===== src/rtl/seq_gate_pkg.sv =====
package seq_gate_pkg;

    typedef enum logic [1:0] {
        MODE_RUN   = 2'd0,
        MODE_DRAIN = 2'd1,
        MODE_HALT  = 2'd2
    } gate_mode_e;

    typedef struct packed {
        logic valid;
        logic is_acq;
        logic is_rel;
    } head_cmd_t;

    function automatic gate_mode_e mode_next(input gate_mode_e cur,
                                             input logic dis,
                                             input logic empty);
        gate_mode_e nxt;
        nxt = cur;
        case (cur)
            MODE_RUN:   if (dis) nxt = empty ? MODE_HALT : MODE_DRAIN;
            MODE_DRAIN: if (!dis) nxt = MODE_RUN;
                        else if (empty) nxt = MODE_HALT;
            MODE_HALT:  if (!dis) nxt = MODE_RUN;
            default:    nxt = MODE_HALT;
        endcase
        return nxt;
    endfunction

    function automatic logic mode_allows(input gate_mode_e cur);
        return (cur == MODE_RUN) || (cur == MODE_DRAIN);
    endfunction

endpackage


===== src/rtl/seq_gate_credit.sv =====
module seq_gate_credit #(
    parameter int CNT_W = 8
) (
    input  logic             clk,
    input  logic             rst,
    input  logic             add_en,
    input  logic [CNT_W-1:0] add_val,
    input  logic             take,
    output logic [CNT_W-1:0] cnt_q,
    output logic             has_credit
);
    localparam logic [CNT_W-1:0] ONE = CNT_W'(1);

    logic [CNT_W-1:0] add_term;
    logic [CNT_W-1:0] sub_term;
    logic [CNT_W-1:0] cnt_d;

    always_comb begin
        add_term   = add_en ? add_val : '0;
        sub_term   = take ? ONE : '0;
        cnt_d      = cnt_q + add_term - sub_term;
        has_credit = !cnt_q[CNT_W-1] && (cnt_q != '0);
    end

    always_ff @(posedge clk) begin
        if (rst) cnt_q <= '0;
        else     cnt_q <= cnt_d;
    end
endmodule


===== src/rtl/seq_gate_mode.sv =====
module seq_gate_mode
    import seq_gate_pkg::*;
(
    input  logic clk,
    input  logic rst,
    input  logic exec_dis,
    input  logic fifo_empty,
    output logic run_ok
);
    gate_mode_e mode_q;

    always_ff @(posedge clk) begin
        if (rst) mode_q <= MODE_RUN;
        else     mode_q <= mode_next(mode_q, exec_dis, fifo_empty);
    end

    always_comb run_ok = mode_allows(mode_q);
endmodule


===== src/rtl/seq_gate_track.sv =====
module seq_gate_track
    import seq_gate_pkg::*;
(
    input  logic      clk,
    input  logic      rst,
    input  head_cmd_t head,
    input  logic      grant,
    output logic      idle
);
    logic open_q;

    always_ff @(posedge clk) begin
        if (rst) open_q <= 1'b0;
        else if (grant && head.is_acq) open_q <= 1'b1;
        else if (grant && head.is_rel) open_q <= 1'b0;
    end

    always_comb idle = !head.valid && !open_q;
endmodule


===== src/rtl/seq_doorbell_gate.sv =====
module seq_doorbell_gate
    import seq_gate_pkg::*;
#(
    parameter int CNT_W = 8
) (
    input  logic             clk,
    input  logic             rst,
    input  logic             host_wr_en,
    input  logic [CNT_W-1:0] host_wr_data,
    output logic [CNT_W-1:0] host_count,
    input  logic             exec_disable,
    input  logic             fifo_empty,
    input  logic             head_is_acquire,
    input  logic             head_is_release,
    output logic             exec_grant,
    output logic             exec_idle
);
    head_cmd_t head;
    logic      run_ok;
    logic      has_credit;
    logic      take;

    always_comb begin
        head.valid  = !fifo_empty;
        head.is_acq = head_is_acquire;
        head.is_rel = head_is_release;
        exec_grant  = head.valid && run_ok && (!head.is_acq || has_credit);
        take        = exec_grant && head.is_acq;
    end

    seq_gate_credit #(.CNT_W(CNT_W)) u_credit (
        .clk        (clk),
        .rst        (rst),
        .add_en     (host_wr_en),
        .add_val    (host_wr_data),
        .take       (take),
        .cnt_q      (host_count),
        .has_credit (has_credit)
    );

    seq_gate_mode u_mode (
        .clk        (clk),
        .rst        (rst),
        .exec_dis   (exec_disable),
        .fifo_empty (fifo_empty),
        .run_ok     (run_ok)
    );

    seq_gate_track u_track (
        .clk   (clk),
        .rst   (rst),
        .head  (head),
        .grant (exec_grant),
        .idle  (exec_idle)
    );
endmodule


===== config.mk =====
export PLATFORM = sky130hd
export DESIGN_NAME = seq_doorbell_gate
export DESIGN_NICKNAME = d
export VERILOG_FILES = /design/src/rtl/seq_gate_pkg.sv /design/src/rtl/seq_gate_credit.sv /design/src/rtl/seq_gate_mode.sv /design/src/rtl/seq_gate_track.sv /design/src/rtl/seq_doorbell_gate.sv
export SDC_FILE = /design/constraint.sdc
export NUM_CORES = 1
export LEC_CHECK = 0
export ABC_AREA = 1
export CAP_MARGIN = 25
export CORE_MARGIN = 3
export CORE_UTILIZATION = 46
export DETAILED_ROUTE_END_ITERATION = 8
export MAX_ROUTING_LAYER = met4
export PLACE_DENSITY = 0.85
export RECOVER_POWER = 25
export SLEW_MARGIN = 25
export SYNTH_ARGS = -nofsm -noshare
export SYNTH_HDL_FRONTEND = slang
export SYNTH_SLANG_ARGS = --single-unit

===== constraint.sdc =====
create_clock -name clk -period 2.7 [get_ports clk]
set_input_delay 0.405 -clock clk [delete_from_list [all_inputs] [get_ports clk]]
set_output_delay 0.405 -clock clk [all_outputs]
set_load 0.05 [all_outputs]

==> flow_metrics.py, run 1 <==
metrics = {
    "outcome": {
        "outcome": "completed",
    },
    "route": {
        "firstDrtPassIters": 4,
        "postRouteAntennaNets": 0,
        "met3RoutedLength_um": 85,
        "avgRoutedWirePerCell_um": 10.4,
        "wirelength_met1_um": 879,
        "drt_drc_violations_left": 0,
        "num_vias": 823,
        "met2RoutedLength_um": 867,
        "top_layer_used": "met4",
        "wirelength_um": 1870,
        "avgViaCountPerCell": 4.57,
        "starting_drc_count_in_detailed_routing": 4,
    },
    "sta": {
        "slew_violations": 0,
        "rel_slew_slack_pct": 66.6,
        "final_min_period_over_clock_period_pct": 92.7,
        "timing.final.hold_violations": 0,
        "rsz0062_at_grt": "false",
        "fin_hold_ws_ns": 0.472,
        "finalSetupTns_ns": 0,
        "max_freq_mhz": 400,
        "final_period_minus_worst_setup_slack_ns": 2.50,
        "setup_violations": 0,
        "finClkSkew_ns": 0.00415,
        "timing_worst_slew_pin_value_ns": 0.500,
    },
    "setup_path": {
        "cp.required_ns": 2.88,
        "start_kind": "flip-flop",
        "crit_fanout": 3,
        "worstSetupPathType": "reg -> reg",
        "critical_path_sink_type": "flip-flop",
        "timing.rr.start": "u_credit.cnt_q[4]$_SDFF_PP0_",
        "startpoint": "u_credit.cnt_q[4]$_SDFF_PP0_",
        "worst-endpoint-arrival_ns": 2.68,
    },
    "layout": {
        "final_net_count": 187,
        "total_inserted_antenna_cells": 0,
        "seqCellArea_um2": 220,
        "nFillCells": 133,
        "multiInputGateArea_um2": 512,
        "layout.cell_area.non_filler_mm2": 0.00117,
        "final_layout_size_suffix_gt1_share_pct": 8.97,
        "area_growth_syn_to_layout_pct": 36.8,
    },
    "synth": {
        "synth_cells": 125,
        "proportion_of_synthesized_area_in_mux_cells_pct": 0,
        "synthSimpleGateAreaFrac_pct": 22.3,
        "synth_area_um2": 857,
        "yosys.area_share.xor_xnor_pct": 2.04,
        "yosysUniqueCellTypes": 20,
        "syn_avg_cell_area_um2": 6.86,
        "synth.yosys.warnings": 0,
        "combinational_family_with_the_most_area_after_synthesis": "adder cells",
        "synthAdderAreaFrac_pct": 22.8,
        "yosys_register_bits": 11,
        "synth_seq_area_share_pct": 25.7,
        "synthesis.nets": 155,
        "fraction_of_the_mapped_netlist_area_in_compound_gates_pct": 12.6,
    },
    "clock_network": {
        "cts_buffer_depth": 2,
        "cts_root_buf": "clkbuf_4",
        "cts.clk_slew.worst_paths_ns": 0.07,
        "clk-insertion-delay-late_ns": 0.28,
        "tritoncts": "done",
        "post_cts_hold_buffer_count": 0,
        "clock_sinks": 11,
        "cts_max_level": 1,
        "post_cts_resize_count": 0,
        "cts_inserted_buffers": 3,
    },
    "placed_design": {
        "placed_cell_area_mm2": 0.00115,
        "place.port_buffers": 24,
        "dp_hpwl_um": 1580,
        "final_wtd_congestion": 0.812,
    },
    "die": {
        "die_area_mm2": 0.00242,
        "core.rowCount": 14,
        "die_h_um": 49.2,
        "core-area_mm2": 0.00163,
        "io_count": 25,
        "floorplan.die.width_um": 49.2,
        "initial_core_util_pct": 52.6,
    },
    "hold_path": {
        "min_path_type": "reg -> reg",
        "holdCritStartpoint": "u_track.open_q$_SDFFE_PP0P_",
    },
    "grt": {
        "initial_antenna_violation_count": 0,
        "grt_pass1_vias": 797,
        "all_layer_gr_usage_pct": 17.7,
        "global_route.overflow_total": 0,
        "largest_net_degree_at_the_start_of_global_routing": 7,
        "grt_pass1_wl_um": 3260,
    },
    "power": {
        "maximum_vdd_ir_drop_v": 0.000843,
        "p_leak_uw": 0.000608,
        "powerDensity_mw_per_mm2": 1140,
    },
    "job": {
        "max-cap-violations": 0,
    },
}
-- area by class of cell --
| class | instances | area share, % |
|---|---|---|
| well taps | 24 | 2.56 |
| inverters | 32 | 10.2 |
| repair buffers | 28 | 22.5 |
| clock buffers | 4 | 2.24 |
| multi-input cells | 81 | 43.7 |
| flip-flops and latches | 11 | 18.8 |
-- flip-flops by register name, indices dropped and copies added (netlist names) --
name / count
u_track.open_q: 1
u_mode.mode_q: 2
u_credit.cnt_q: 8
-- cell usage after synthesis --
master     n  area [µm²]
o211ai_2   1        12.5
nand4_1    1        6.26
ha_1      14         175
dfxtp_1   11         220
nor2_2     1        6.26
inv_1     31         116
nand2_1   26        97.6
buf_2      1        5.00
fa_1       1        20.0
o21ai_1    2        10.0
o21bai_2   1        11.3
nor2_1    15        56.3
a21oi_1    8        40.0
o21ai_2    3        26.3
o21a_1     1        7.51
xnor2_1    1        8.76
nor3_1     1        5.00
nand3_1    4        20.0
xor2_1     1        8.76
inv_2      1        3.75
-- report_power, final --
group	total [µW]	switching, µW	internal [µW]
Clock	118	60.3	57.4
Sequential	254	37.4	217
Combinational	961	594	367
-- worst paths after layout --
| check | end | slack, ns | cells past startpoint |
|---|---|---|---|
| setup / recovery | u_credit.cnt_q[6]$_SDFF_PP0_ | 0.20 | 19 |
| hold / removal | u_track.open_q$_SDFFE_PP0P_ | 0.47 | 2 |
| hold reg to reg | u_track.open_q$_SDFFE_PP0P_ | 0.47 | 2 |
| setup reg to reg | u_credit.cnt_q[6]$_SDFF_PP0_ | 0.20 | 19 |
-- stage by stage --
| stage | util [%] | cells | total power [µW] | setup WS [ns] |
|---|---|---|---|---|
| 2_1_floorplan | - | 125 | 977 | 0.162 |
| 3_3_place_gp | 70.6 | 176 | 1200 | 0.0568 |
| 3_5_place_dp | 70.6 | 176 | 1220 | -0.0410 |
| 4_1_cts | 72.2 | 180 | 1350 | 0.158 |
| 5_1_grt | 72.0 | 180 | 1460 | 0.00900 |
| 6_report | 72.0 | 180 | 1330 | 0.197 |
-- layout by cell type, fill, tap and decap left out --
master	count
nand3_1	4
inv_2	1
ha_1	14
dlygate4sd3_1	2
nor3_1	1
nor2_1	15
buf_4	4
clkbuf_1	2
xor2_1	1
nand2_1	26
o21ai_1	2
clkdlybuf4s50_1	21
o21bai_2	1
nor2_2	1
nand4_1	1
inv_1	31
o211ai_2	1
o21a_1	1
dfxtp_1	11
o21ai_2	3
fa_1	1
xnor2_1	1
clkbuf_4	3
a21oi_1	8
-- critical path: stages (launching register included) --
cell and delay, ns:
dfxtp_1 0.33, nor2_1 0.11, nand2_1 0.07, o21ai_2 0.15, nand2_1 0.09, nand3_1 0.10
inv_1 0.05, ha_1 0.27, inv_1 0.06, ha_1 0.16, inv_1 0.06, fa_1 0.35
inv_1 0.08, nand3_1 0.06, nand2_1 0.08, nand2_1 0.07, nand2_1 0.08, o21ai_2 0.06
nor2_1 0.11, nor2_2 0.05
-- cells by family after synthesis --
logic type | after synthesis
buf+inv | 33
xor+xnor | 2
simple gates | 48
fa+ha+maj | 15
compound gates | 16
flops | 11
-- repair_timing --
action                                 in CTS  in global routing
setup endpoints to repair                   0                  1
buffers inserted                            0                  0
endpoints found under the hold margin       0                  0
-- per-layer routing --
metal,vias to the layer above,track usage [%]
li1,447,-
met1,348,19.7
met2,23,29.5
met3,5,4.28
met4,0,8.53
met5,-,-
Note: power is estimated with default switching activity, not from simulation.
==> run 2, diff against run 1 <==
Settings changed: TNS_END_PERCENT set to 30.
==> results of run 2 <==
Same layout as run 1: the final DEF is identical, and so are final timing and power.
==> run 3, diff against run 2 <==
Settings changed: SLEW_MARGIN 25 to 40.
==> results of run 3 <==
Same layout as run 1: the final DEF is identical, and so are final timing and power.
